==> config.mk <==
export PLATFORM = sky130hd
export DESIGN_NAME = sample_clock_timer
export DESIGN_NICKNAME = d
export VERILOG_FILES = /design/src/rtl/sct_pkg.sv /design/src/rtl/sct_slot_seq.sv /design/src/rtl/sct_interval_timer.sv /design/src/rtl/sample_clock_timer.sv
export SDC_FILE = /design/constraint.sdc
export NUM_CORES = 1
export LEC_CHECK = 0
export ABC_AREA = 1
export BUFFER_PORTS_ARGS = -buffer_cell sky130_fd_sc_hd__clkbuf_2
export CAP_MARGIN = 20
export CORE_ASPECT_RATIO = 1.1
export CORE_UTILIZATION = 54
export DETAILED_ROUTE_END_ITERATION = 7
export PLACE_DENSITY = 0.8
export SLEW_MARGIN = 30
export SYNTH_ARGS = -nofsm -noshare
export SYNTH_HDL_FRONTEND = slang
export SYNTH_SLANG_ARGS = --single-unit
==> constraint.sdc <==
create_clock -name clk -period 1.8 [get_ports clk]
set_input_delay 0 -clock clk [delete_from_list [all_inputs] [get_ports clk]]
set_output_delay 0 -clock clk [all_outputs]
set_load 0.01 [all_outputs]
==> src/rtl/sct_pkg.sv <==
`timescale 1ns/1ps
package sct_pkg;
    // Default widths of the timing block
    localparam int DEF_SLOT_W   = 6;
    localparam int DEF_SAMPLE_W = 20;
    localparam int DEF_RATE_W   = 10;
endpackage

==> src/rtl/sct_slot_seq.sv <==
`timescale 1ns/1ps
module sct_slot_seq #(
    parameter int SLOT_W   = sct_pkg::DEF_SLOT_W,
    parameter int SAMPLE_W = sct_pkg::DEF_SAMPLE_W
) (
    input  logic                clk,
    input  logic                rst_n,
    input  logic                slot_tick_i,
    output logic                period_end_o,
    output logic [SLOT_W-1:0]   slot_o,
    output logic [SAMPLE_W-1:0] sample_o
);
    localparam logic [SLOT_W-1:0]   LAST_SLOT  = '1;
    localparam logic [SLOT_W-1:0]   SLOT_ONE   = 1;
    localparam logic [SAMPLE_W-1:0] SAMPLE_ONE = 1;

    typedef struct packed {
        logic [SLOT_W-1:0]   slot;
        logic [SAMPLE_W-1:0] sample;
    } seq_t;

    seq_t seq_d, seq_q;

    // A sample period closes on the tick that ends the last slot
    assign period_end_o = slot_tick_i && (seq_q.slot == LAST_SLOT);

    always_comb begin
        seq_d = seq_q;
        if (slot_tick_i) begin
            seq_d.slot = seq_q.slot + SLOT_ONE;
        end
        if (period_end_o) begin
            // free-running, silent wrap
            seq_d.sample = seq_q.sample + SAMPLE_ONE;
        end
    end

    always_ff @(posedge clk) begin
        if (!rst_n) begin
            seq_q <= '0;
        end else begin
            seq_q <= seq_d;
        end
    end

    assign slot_o   = seq_q.slot;
    assign sample_o = seq_q.sample;
endmodule

==> src/rtl/sct_interval_timer.sv <==
`timescale 1ns/1ps
module sct_interval_timer #(
    parameter int RATE_W = sct_pkg::DEF_RATE_W
) (
    input  logic              clk,
    input  logic              rst_n,
    input  logic              period_end_i,
    input  logic              rate_we_i,
    input  logic [RATE_W-1:0] rate_wdata_i,
    input  logic              irq_ack_i,
    output logic              pend_o
);
    localparam int              CNT_W    = RATE_W + 1;
    localparam logic [CNT_W-1:0] FULL_CNT = 1 << RATE_W;
    localparam logic [CNT_W-1:0] CNT_ONE  = 1;

    typedef struct packed {
        logic [RATE_W-1:0] rate;
        logic [CNT_W-1:0]  remain;
        logic              pend;
    } tmr_t;

    tmr_t tmr_d, tmr_q;
    logic terminal;

    // Rate 0 encodes the longest interval
    function automatic logic [CNT_W-1:0] interval_len(input logic [RATE_W-1:0] r);
        return (r == '0) ? FULL_CNT : {1'b0, r};
    endfunction

    assign terminal = period_end_i && (tmr_q.remain == CNT_ONE);

    always_comb begin
        tmr_d = tmr_q;
        if (period_end_i) begin
            // the reload reads the rate held before this cycle's write
            tmr_d.remain = terminal ? interval_len(tmr_q.rate) : tmr_q.remain - CNT_ONE;
        end
        if (rate_we_i) begin
            tmr_d.rate = rate_wdata_i;
        end
        if (terminal) begin
            tmr_d.pend = 1'b1;
        end else if (irq_ack_i) begin
            tmr_d.pend = 1'b0;
        end
    end

    always_ff @(posedge clk) begin
        if (!rst_n) begin
            tmr_q.rate   <= '0;
            tmr_q.remain <= FULL_CNT;
            tmr_q.pend   <= 1'b0;
        end else begin
            tmr_q <= tmr_d;
        end
    end

    assign pend_o = tmr_q.pend;
endmodule

==> src/rtl/sample_clock_timer.sv <==
`timescale 1ns/1ps
module sample_clock_timer #(
    parameter int SLOT_W   = sct_pkg::DEF_SLOT_W,
    parameter int SAMPLE_W = sct_pkg::DEF_SAMPLE_W,
    parameter int RATE_W   = sct_pkg::DEF_RATE_W,
    localparam int WC_W    = SLOT_W + SAMPLE_W
) (
    input  logic              clk,
    input  logic              rst_n,
    input  logic              slot_tick_i,
    input  logic              rate_we_i,
    input  logic [RATE_W-1:0] rate_wdata_i,
    input  logic              irq_ack_i,
    output logic [WC_W-1:0]   wallclock_o,
    output logic              timer_pend_o
);
    logic                period_end;
    logic [SLOT_W-1:0]   slot_idx;
    logic [SAMPLE_W-1:0] sample_cnt;

    sct_slot_seq #(
        .SLOT_W  (SLOT_W),
        .SAMPLE_W(SAMPLE_W)
    ) u_seq (
        .clk         (clk),
        .rst_n       (rst_n),
        .slot_tick_i (slot_tick_i),
        .period_end_o(period_end),
        .slot_o      (slot_idx),
        .sample_o    (sample_cnt)
    );

    sct_interval_timer #(
        .RATE_W(RATE_W)
    ) u_tmr (
        .clk         (clk),
        .rst_n       (rst_n),
        .period_end_i(period_end),
        .rate_we_i   (rate_we_i),
        .rate_wdata_i(rate_wdata_i),
        .irq_ack_i   (irq_ack_i),
        .pend_o      (timer_pend_o)
    );

    assign wallclock_o = {sample_cnt, slot_idx};
endmodule

==> impl_metrics.csv, run 1 <==
group,metric,value,unit
outcome,outcome,"finished clean",
power,ir_drop,0.507,mV
route,first_iter_violations,147,
critical_path,worstPathRequired,2010,ps
power,power.static_leakage,0.00136,uW
global_route,grt.overflow.total,0,
global_route,grt_max_degree,35,
route,drt-met1-wl,2.81,mm
route,drc,0,
power,p_int,1450,uW
timing,max_slew_margin,0.682,
synth,synth_top_cell_by_area,"dfxtp_1",
timing,hold_viol_final,0,
critical_path,crit_arrival,1830,ps
power,power.share.clock,0.364,
timing,holdWs,10.8,ps
die,fp-row-count,25,
route,wl_met3,291,um
cells_and_area,drive_gt1_frac,0.167,
critical_path,end_kind,"flop",
power,power,1900,uW
die,design.core.area,4380,um2
die,die_w,67.1,um
route,top_layer_used,"met4",
placement,place_congestion,0.870,
clock_network,h-tree-depth,2,
global_route,grt_pass1_vias,2281,
clock_network,post_cts.repair.setup_buffers,0,
synth,synthTopCellsByArea,"dfxtp_1 (38%), nand2_1 (13%), nor2_1 (8.9%)",
clock_network,cts_root_buf,"clkbuf_8",
run,maxCapViolCount,0,
synth,yosys_warnings,0,
synth,syn_inst,381,
synth,synthFlopType,"dfxtp_1",
cells_and_area,antennaDiodeCount,0,
critical_path,setup.worst_path.start_class,"flop",
critical_path,max_stage_delay,360,ps
timing,drv_slew,0,
die,start_util,0.575,
die,dieArea,4940,um2
route,vias,2575,
synth,synth_area,2520,um2
timing,finalCriticalPeriod,1610,ps
route,viasPerCell,5.23,
timing,rsz0062_at_grt,"no",
clock_network,cts_made_buffers,5,
synth,avgSynthCellArea,6.61,um2
route,met2_length,2.69,mm
synth,seq_area_frac_synth,0.382,
cells_and_area,area_delta_synth_final,19.3,%
power,cellPowerDensity,633,nW/um2
synth,synth_cell_types,30,
placement,dp_hpwl,4.03,mm
route,ant_nets,0,
synth,ys_ff_latch,48,
timing,fin_crit_sh,0.897,
timing,setup_violations,0,
timing,timing.fmax,619,MHz
power,swShare,0.239,
synth,async_flop_share,0,
critical_path,crit_path_top_delay_cell,"dfxtp_2",
timing,setup_slack,185,ps
timing,fin_tns_setup,0,ps
power,pwr-share-seq,0.576,
synth,synth_nets,400,
worst_hold_path,hp-class,"in2reg",
global_route,grtUsageTotal,0.262,
global_route,antenna_found_initial,0,
timing,finClkSkew,3.56,ps
critical_path,path_cells,"ha_1, nand2_2, nor2_4, nand2_4, buf_4, nor2_8, nand2_1, nor2_2, nand3_1, nor2_1, nor2_1",
clock_network,cts_buffer_depth,2,
die,pin_count,42,
synth,synth_edf_count,0,
global_route,grt_pass1_wl,9.85,mm
timing,worst_pin_slew,477,ps
route,routed_wl,5.91,mm
clock_network,path_clk_slew,90,ps
route,first_pass_iters,4,
synth,synth_top_cell_area_share,0.382,
cells_and_area,final_nets,456,
clock_network,numClockSinks,48,
placement,dp_slack,149,ps
placement,portBuffers,41,
power,p_sw,455,uW
clock_network,clkLatencyLatePin,310,ps
critical_path,worst-setup-path-type,"reg2reg",
clock_network,cts_tree,"built",
critical_path,cp_max_fo,5,
die,die_h,73.6,um
route,wire_per_inst,12.0,um
critical_path,worst_path_most_repeated_cell,"nor2_1",
power,power_frac_comb,0.060,
[final cells by class]
class | count | area (um2)
Sequential cell | 48 | 965
Clock inverter | 1 | 7.51
Tap cell | 54 | 67.6
Fill cell | 425 | 1380
Timing Repair Buffer | 58 | 360
Inverter | 45 | 175
Multi-Input combinational cell | 279 | 1340
Clock buffer | 7 | 86.3
[cell usage after synthesis, types with 2 or more instances]
cell,n
clkbuf_1,3
nand3_1,32
dfxtp_1,48
nor2_4,4
nor2_1,60
a21oi_1,33
inv_1,43
buf_4,2
nor3_1,5
o21ai_0,32
nand2_2,3
and3_1,2
xor2_1,2
nand4_1,3
xnor2_1,2
ha_1,4
nand2_1,88
nand2_4,2
buf_1,2
[flip-flops by register name, summed over array words and instances (netlist names)]
name,count
u_tmr.pend_o,1
u_seq.slot_o,6
u_seq.sample_o,20
u_tmr.tmr_q,21
[through the flow]
stage | utilization | cells | cell area, um2
final | 0.686 | 492 | 3000
after global routing | 0.686 | 492 | 3000
after CTS | 0.683 | 492 | 2990
after detailed placement | 0.636 | 473 | 2790
after global placement | 0.636 | 473 | 2790
after floorplan | - | 381 | 2520
[worst max-delay path: cells and delay by family, from the launching register on]
kind	cells	cell delay (ps)
adders and majority gates	1	160
and+or+nand+nor	9	840
DFF	1	360
buffers and inverters	1	170
[power by group through the flow]
stage | Sequential, uW | Clock (uW) | Combinational, uW
2_1_floorplan | 1120 | 0 | 52.0
5_1_grt | 1100 | 729 | 128
3_5_place_dp | 1120 | 0 | 92.1
6_report | 1100 | 692 | 114
3_3_place_gp | 1120 | 0 | 90.4
4_1_cts | 1090 | 701 | 111
[final timing paths]
| check | start | slack [ps] | endpoint | cells after the start |
|---|---|---|---|---|
| worst max register to register | u_seq.slot_o[1] | 190 | u_seq.sample_o[16] | 11 |
| worst min register to register | u_seq.sample_o[0] | 480 | u_seq.sample_o[0] | 1 |
| worst max-delay path | u_seq.slot_o[1] | 190 | u_seq.sample_o[16] | 11 |
| worst min-delay path | rate_wdata_i[0] | 10 | u_tmr.tmr_q[12] | 3 |
[cell usage in the layout, fill, tap and decap left out, types with 2 or more instances in the layout]
cell           netlist  routed
xor2_1               2       2
nor2_4               4       4
dlygate4sd3_1        0      11
o21ai_0             32      32
clkbuf_8             0       6
a21oi_1             33      33
nand3_1             32      32
clkbuf_2             0      41
nor2_1              60      60
xnor2_1              2       2
nand2_1             88      87
and3_1               2       2
dfxtp_2              0       3
nand2_2              3       3
nand4_1              3       3
buf_4                2       6
inv_1               43      43
ha_1                 4       3
nor3_1               5       5
dfxtp_1             48      45
nand2_4              2       3
[cell families (layout without fill, tap and decap cells)]
family	after synthesis	after routing	synth area share
fa+ha+maj	4	4	0.0199
flops	48	48	0.382
xor+xnor	4	4	0.0139
simple gates	204	204	0.361
compound gates	67	67	0.135
buf+inv	54	111	0.0894
[what timing repair did]
item                                    in CTS  in global routing
hold buffers                                11                  0
hold endpoints to repair                    12                  0
resized for setup                            0                  6
endpoints found under the setup margin       0                 13
[per-layer routing]
layer  vias to the layer above  GRT usage
li1                       1327          -
met1                      1163      0.341
met2                        73      0.422
met3                        12     0.0512
met4                         0     0.0993
met5                         -          0
No activity file was read; power rests on OpenSTA's default activity.
==> inputs of run 2 (changes only) <==
--- a/config.mk
+++ b/config.mk
@@ -8,10 +8,9 @@
 export ABC_AREA = 1
 export BUFFER_PORTS_ARGS = -buffer_cell sky130_fd_sc_hd__clkbuf_2
 export CAP_MARGIN = 20
-export CORE_ASPECT_RATIO = 1.1
-export CORE_UTILIZATION = 54
+export CORE_UTILIZATION = 50
 export DETAILED_ROUTE_END_ITERATION = 7
-export PLACE_DENSITY = 0.8
+export PLACE_DENSITY = 0.78
 export SLEW_MARGIN = 30
 export SYNTH_ARGS = -nofsm -noshare
 export SYNTH_HDL_FRONTEND = slang
==> constraint.sdc (replaced) <==
create_clock -name clk -period 1.34 [get_ports clk]
set_input_delay 0 -clock clk [delete_from_list [all_inputs] [get_ports clk]]
set_output_delay 0 -clock clk [all_outputs]
set_load 0.01 [all_outputs]
==> impl_metrics.csv, run 2 (synthesis gave the netlist of run 1 again) <==
group,metric,value,unit
outcome,outcome,"finished with violations",
outcome,failed_checks,"setup timing",
die,start_util,0.526,
critical_path,worst-setup-path-type,"reg2reg",
power,swShare,0.263,
die,dieArea,5330,um2
cells_and_area,final_nets,506,
timing,holdWs,3.76,ps
critical_path,setup.worst_path.start_class,"flop",
clock_network,cts_buffer_depth,2,
placement,place_congestion,0.933,
power,cellPowerDensity,683,nW/um2
route,met2_length,4.19,mm
route,viasPerCell,5.61,
cells_and_area,layout_commonest_cell,"nand2_1",
critical_path,max_stage_delay,370,ps
route,drt-met1-wl,3.52,mm
power,pwr-share-seq,0.568,
timing,setup_violations,30,
clock_network,numClockSinks,48,
timing,drv_slew,0,
critical_path,crit_path_end,"u_tmr.tmr_q[6]",
cells_and_area,antennaDiodeCount,0,
critical_path,end_kind,"flop",
route,drc,0,
clock_network,cts_made_buffers,5,
power,power.static_leakage,0.00177,uW
critical_path,rrSetupSlack,-210,ps
timing,worst_pin_slew,607,ps
cells_and_area,area_delta_synth_final,51.0,%
die,die_h,73.0,um
clock_network,h-tree-depth,2,
route,routed_wl,8.55,mm
cells_and_area,fin_area,3800,um2
power,p_int,1910,uW
cells_and_area,finalNonFillerCells,555,
cells_and_area,regMostFlops,"u_tmr.tmr_q",
critical_path,path_cells,"ha_4, nand2_4, nor2_4, nand2_4, buf_12, clkinv_8, buf_12, nand3_4, nand2_2, nand3_2, a21oi_2",
route,wl_met3,535,um
die,design.core.area,4790,um2
timing,max_slew_margin,0.595,
critical_path,r2r_cells,11,
route,top_layer_used,"met4",
cells_and_area,drive_gt1_frac,0.400,
placement,portBuffers,41,
run,maxCapViolCount,0,
placement,dp_hpwl,4.70,mm
global_route,grt_pass1_vias,2568,
critical_path,crit_path_top_delay_cell,"dfxtp_4",
clock_network,cts_tree,"built",
global_route,grtUsageTotal,0.271,
critical_path,worstReg2RegEnd,"u_tmr.tmr_q[6]",
global_route,grt_max_degree,30,
timing,setup_slack,-212,ps
route,wire_per_inst,15.4,um
placement,placed_area,3170,um2
power,power,2600,uW
power,power_frac_comb,0.069,
power,ir_drop,0.719,mV
critical_path,cp_max_fo,6,
global_route,antenna_found_initial,0,
cells_and_area,largest_register_ffs,21,
power,p_sw,684,uW
placement,placed_cells,525,
timing,timing.fmax,644,MHz
timing,fin_crit_sh,1.16,
route,vias,3113,
critical_path,reg2reg_from,"u_seq.slot_o[0]",
critical_path,crit_arrival,1800,ps
die,pin_count,42,
critical_path,cp-startpoint,"u_seq.slot_o[0]",
clock_network,clkLatencyLatePin,310,ps
route,first_pass_iters,6,
critical_path,worstPathRequired,1580,ps
cells_and_area,final_cell_mix,"nand2_1 (74), nor2_1 (48), buf_4 (48), clkbuf_2 (41), inv_1 (40)",
die,die_w,73.0,um
route,ant_nets,0,
power,power.share.clock,0.363,
worst_hold_path,hp-class,"in2reg",
die,fp-row-count,25,
timing,rsz0062_at_grt,"yes",
timing,finClkSkew,10.3,ps
clock_network,cts_root_buf,"clkbuf_8",
global_route,grt_pass1_wl,11.3,mm
timing,finalCriticalPeriod,1550,ps
global_route,grt.overflow.total,0,
route,first_iter_violations,315,
clock_network,path_clk_slew,90,ps
timing,hold_viol_final,0,
run 2: metal layers:
layer | global-route usage | vias up
li1 | - | 1435
met4 | 0.0719 | 0
met5 | 0 | -
met3 | 0.0483 | 38
met1 | 0.339 | 1467
met2 | 0.480 | 173
run 2: worst min-delay path by stage:
stage,startpoint,end,cells after the start
2_1_floorplan,slot_tick_i,u_seq.slot_o[0],1
3_3_place_gp,rate_wdata_i[2],u_tmr.tmr_q[14],3
3_5_place_dp,rate_wdata_i[7],u_tmr.tmr_q[19],3
4_1_cts,rate_wdata_i[0],u_tmr.tmr_q[12],3
5_1_grt,rate_wdata_i[0],u_tmr.tmr_q[12],3
6_report,rate_wdata_i[0],u_tmr.tmr_q[12],3
run 2: cell type report:
cell class,count,area [um2]
multi-input combinational,279,1650
clock buffer,5,68.8
sequential,48,987
fill,290,982
tap,67,83.8
inverter,45,191
clock inverter,3,25.0
timing repair buffer,108,798
run 2: worst max-delay path: cells and delay by family (launching register included):
| family | cells | cell delay (ps) |
|---|---|---|
| AO/OA/AOI/OAI | 1 | 140 |
| buffers and inverters | 3 | 310 |
| flip-flops | 1 | 370 |
| adder cells (fa/ha/maj) | 1 | 130 |
| AND/OR/NAND/NOR | 6 | 510 |
run 2: what timing repair did:
item | 4_1_cts | 5_1_grt
resized for setup | 16 | 83
setup endpoints to repair | 31 | 32
buffers inserted | 4 | 6
pin swaps | 8 | 21
hold buffers | 12 | 0
hold endpoints to repair | 16 | 0
run 2: power by group through the flow:
stage          clock (uW)  sequential [uW]  combinational [uW]
3_5_place_dp            0             1510                 137
6_report              942             1470                 180
3_3_place_gp            0             1500                 132
2_1_floorplan           0             1500                72.7
4_1_cts               930             1470                 165
5_1_grt               981             1480                 199
run 2: per-stage QoR:
stage | worst slack, ps | utilization | setup TNS (ps)
2_1_floorplan | -93.8 | - | -489
3_3_place_gp | -126 | 0.661 | -1900
3_5_place_dp | -176 | 0.661 | -3180
4_1_cts | -161 | 0.721 | -2370
5_1_grt | -308 | 0.795 | -6300
6_report | -212 | 0.795 | -4000
==> inputs of run 3 (changes only) <==
--- a/config.mk
+++ b/config.mk
@@ -5,12 +5,11 @@
 export SDC_FILE = /design/constraint.sdc
 export NUM_CORES = 1
 export LEC_CHECK = 0
-export ABC_AREA = 1
 export BUFFER_PORTS_ARGS = -buffer_cell sky130_fd_sc_hd__clkbuf_2
 export CAP_MARGIN = 20
 export CORE_UTILIZATION = 50
 export DETAILED_ROUTE_END_ITERATION = 7
-export PLACE_DENSITY = 0.78
+export PLACE_DENSITY = 0.79
 export SLEW_MARGIN = 30
 export SYNTH_ARGS = -nofsm -noshare
 export SYNTH_HDL_FRONTEND = slang
==> impl_metrics.csv, run 3 <==
group,metric,value,unit
route,drc,0,
global_route,grt_pass1_wl,13.5,mm
route,wl_met3,1.33,mm
clock_network,clkLatencyLatePin,310,ps
worst_hold_path,hp-start,"rst_n",
cells_and_area,seqCellArea,977,um2
route,first_iter_violations,512,
clock_network,numClockSinks,48,
power,power,2850,uW
synth,seq_area_frac_synth,0.416,
outcome,failed_checks,"setup timing",
die,die_w,70.0,um
die,dieArea,4900,um2
critical_path,worst-setup-path-type,"reg2reg",
route,ant_nets,0,
route,first_pass_iters,6,
die,die_h,70.0,um
synth,synth_top_family_by_area,"simple AND/OR/NAND/NOR gates",
placement,place_congestion,0.909,
synth,synth_compound_area_frac,0.153,
global_route,grtUsageTotal,0.352,
global_route,grt.overflow.total,0,
route,routed_wl,11.7,mm
timing,max_slew_margin,0.498,
timing,worst_pin_slew,752,ps
route,drt-met1-wl,4.07,mm
global_route,antenna_found_initial,0,
timing,finalCriticalPeriod,2090,ps
route,wire_per_inst,25.8,um
timing,holdWs,141,ps
critical_path,r2r_cells,9,
route,viasPerCell,7.08,
timing,setup_violations,34,
timing,setup_slack,-755,ps
critical_path,cp-startpoint,"u_seq.slot_o[1]",
synth,synth_commonest_cells,"dfxtp_1 (48), nor2_1 (29), a21oi_1 (22)",
clock_network,cts_tree,"built",
cells_and_area,area_delta_synth_final,69.4,%
critical_path,path_cells,"ha_4, nand4_1, buf_4, buf_6, buf_6, nor4b_4, buf_4, a21oi_2, a211oi_2",
synth,yosys_warnings,0,
critical_path,worstPathRequired,1550,ps
power,ir_drop,1.03,mV
clock_network,path_clk_slew,100,ps
critical_path,crit_arrival,2300,ps
die,fp-row-count,24,
clock_network,cts_buffer_depth,2,
synth,ys_ff_latch,48,
critical_path,setup.worst_path.start_class,"flop",
global_route,grt_pass1_vias,2770,
cells_and_area,fillers,176,
outcome,outcome,"finished with violations",
cells_and_area,final_nets,421,
synth,yosys.area_share.xor_xnor,0.0417,
die,design.core.area,4410,um2
clock_network,cts_made_buffers,5,
synth,synth_top_cell_area_share,0.416,
synth,synth_edf_count,0,
timing,finClkSkew,9.95,ps
critical_path,max_stage_delay,380,ps
placement,portBuffers,41,
placement,dp_slack,-570,ps
clock_network,cts_root_buf,"clkbuf_8",
cells_and_area,final_cell_mix,"buf_4 (72), clkbuf_2 (41), dfxtp_1 (39), nor2_1 (27)",
timing,drv_slew,0,
critical_path,reg2reg_from,"u_seq.slot_o[1]",
die,pin_count,42,
synth,synth_top_cell_by_area,"dfxtp_1",
cells_and_area,largest_register_ffs,21,
die,start_util,0.524,
route,top_layer_used,"met4",
route,vias,3220,
critical_path,crit_path_top_delay_cell,"dfxtp_4",
critical_path,cp_max_fo,4,
placement,dp_hpwl,4.80,mm
global_route,grt_max_degree,40,
cells_and_area,regMostFlops,"u_tmr.tmr_q",
synth,synth-adder-area-share,0.0216,
timing,fin_crit_sh,1.56,
critical_path,end_kind,"flop",
cells_and_area,antennaDiodeCount,0,
cells_and_area,drive_gt1_frac,0.516,
synth,syn_inst,267,
synth,synth_nets,286,
synth,synth_cell_types,46,
timing,rsz0062_at_grt,"yes",
run,maxCapViolCount,0,
synth,synth_area,2310,um2
power,power.static_leakage,0.00169,uW
timing,timing.fmax,477,MHz
power,cellPowerDensity,729,nW/um2
worst_hold_path,hp-class,"in2reg",
timing,fin_tns_setup,-18600,ps
synth,synthTopCellsByArea,"dfxtp_1 (42%), mux2i_1 (6.9%), a21oi_1 (4.8%)",
synth,yosys.area_share.simple,0.253,
synth,synthFlopType,"dfxtp_1",
cells_and_area,multi_input_area,1670,um2
timing,hold_viol_final,0,
clock_network,h-tree-depth,2,
synth,yosysMostFrequentCell,"dfxtp_1",
route,met2_length,5.31,mm
synth,async_flop_share,0,
worst_hold_path,hold_depth,3,
cells_and_area,layout_commonest_cell,"buf_4",
synth,synthMuxAreaShare,0.0693,
synth,avgSynthCellArea,8.66,um2
## run 3: cell count changes in the layout (fill, tap and decap cells not counted), sizes merged, moves of 24 or more
cell / change
buf: +34
inv: -36
nand2: -75
nand3: -25
nor2: -37
o21ai: -24
## run 3: repair_timing
| action | 4_1_cts | 5_1_grt |
|---|---|---|
| cloned | 1 | 0 |
| setup buffers | 2 | 12 |
| resized for setup | 32 | 38 |
| hold buffers | 11 | 0 |
| endpoints found under the hold margin | 11 | 0 |
| endpoints found under the setup margin | 32 | 33 |
| pin swaps | 16 | 19 |
## run 3: final cells by class
| cell class | count | area share |
|---|---|---|
| multi-input combinational | 196 | 0.426 |
| timing repair buffer | 141 | 0.267 |
| sequential | 48 | 0.250 |
| clock buffer | 6 | 0.0211 |
| tap | 52 | 0.0166 |
| clock inverter | 2 | 0.00990 |
| inverter | 10 | 0.00958 |
## run 3: path summary, 6_finish.rpt
path / end / slack (ps)
worst min-delay path: u_seq.sample_o[18] / 140
worst min register to register: u_tmr.pend_o / 490
worst max register to register: u_tmr.tmr_q[2] / -750
worst max-delay path: u_tmr.tmr_q[2] / -750
## run 3: report_power, final
part           internal, uW  switching (uW)  total (uW)  leakage [uW]
clock network           612             553        1160     0.0000614
logic                  91.9             112         204       0.00124
registers              1450            35.0        1490      0.000394
## run 3: critical path, delay by kind of cell (launching register included)
family	cells	cell delay, ps
DFF	1	380
adders and majority gates	1	140
and+or+nand+nor	2	430
AOI/OAI and AO/OA	2	400
buffers and inverters	4	640
## run 3: cell families after synthesis
| kind of cell | Yosys count |
|---|---|
| and+or+nand+nor | 109 |
| muxes | 16 |
| buffers and inverters | 24 |
| adders and majority gates | 4 |
| AOI/OAI and AO/OA | 55 |
| xor gates and xnor gates | 11 |
| DFF | 48 |
## run 3: metrics by stage
stage	cell area (um2)	utilization	instances
2_1_floorplan	2520	-	267
3_3_place_gp	3260	0.738	422
3_5_place_dp	3260	0.738	422
4_1_cts	3650	0.826	444
5_1_grt	3920	0.887	455
6_report	3920	0.887	455
## run 3: routing by layer
metal  GRT usage  vias to the layer above
li1            -                     1253
met1       0.407                     1503
met3      0.0649                      118
met4       0.171                        0
met2       0.620                      346
met5           0                        -
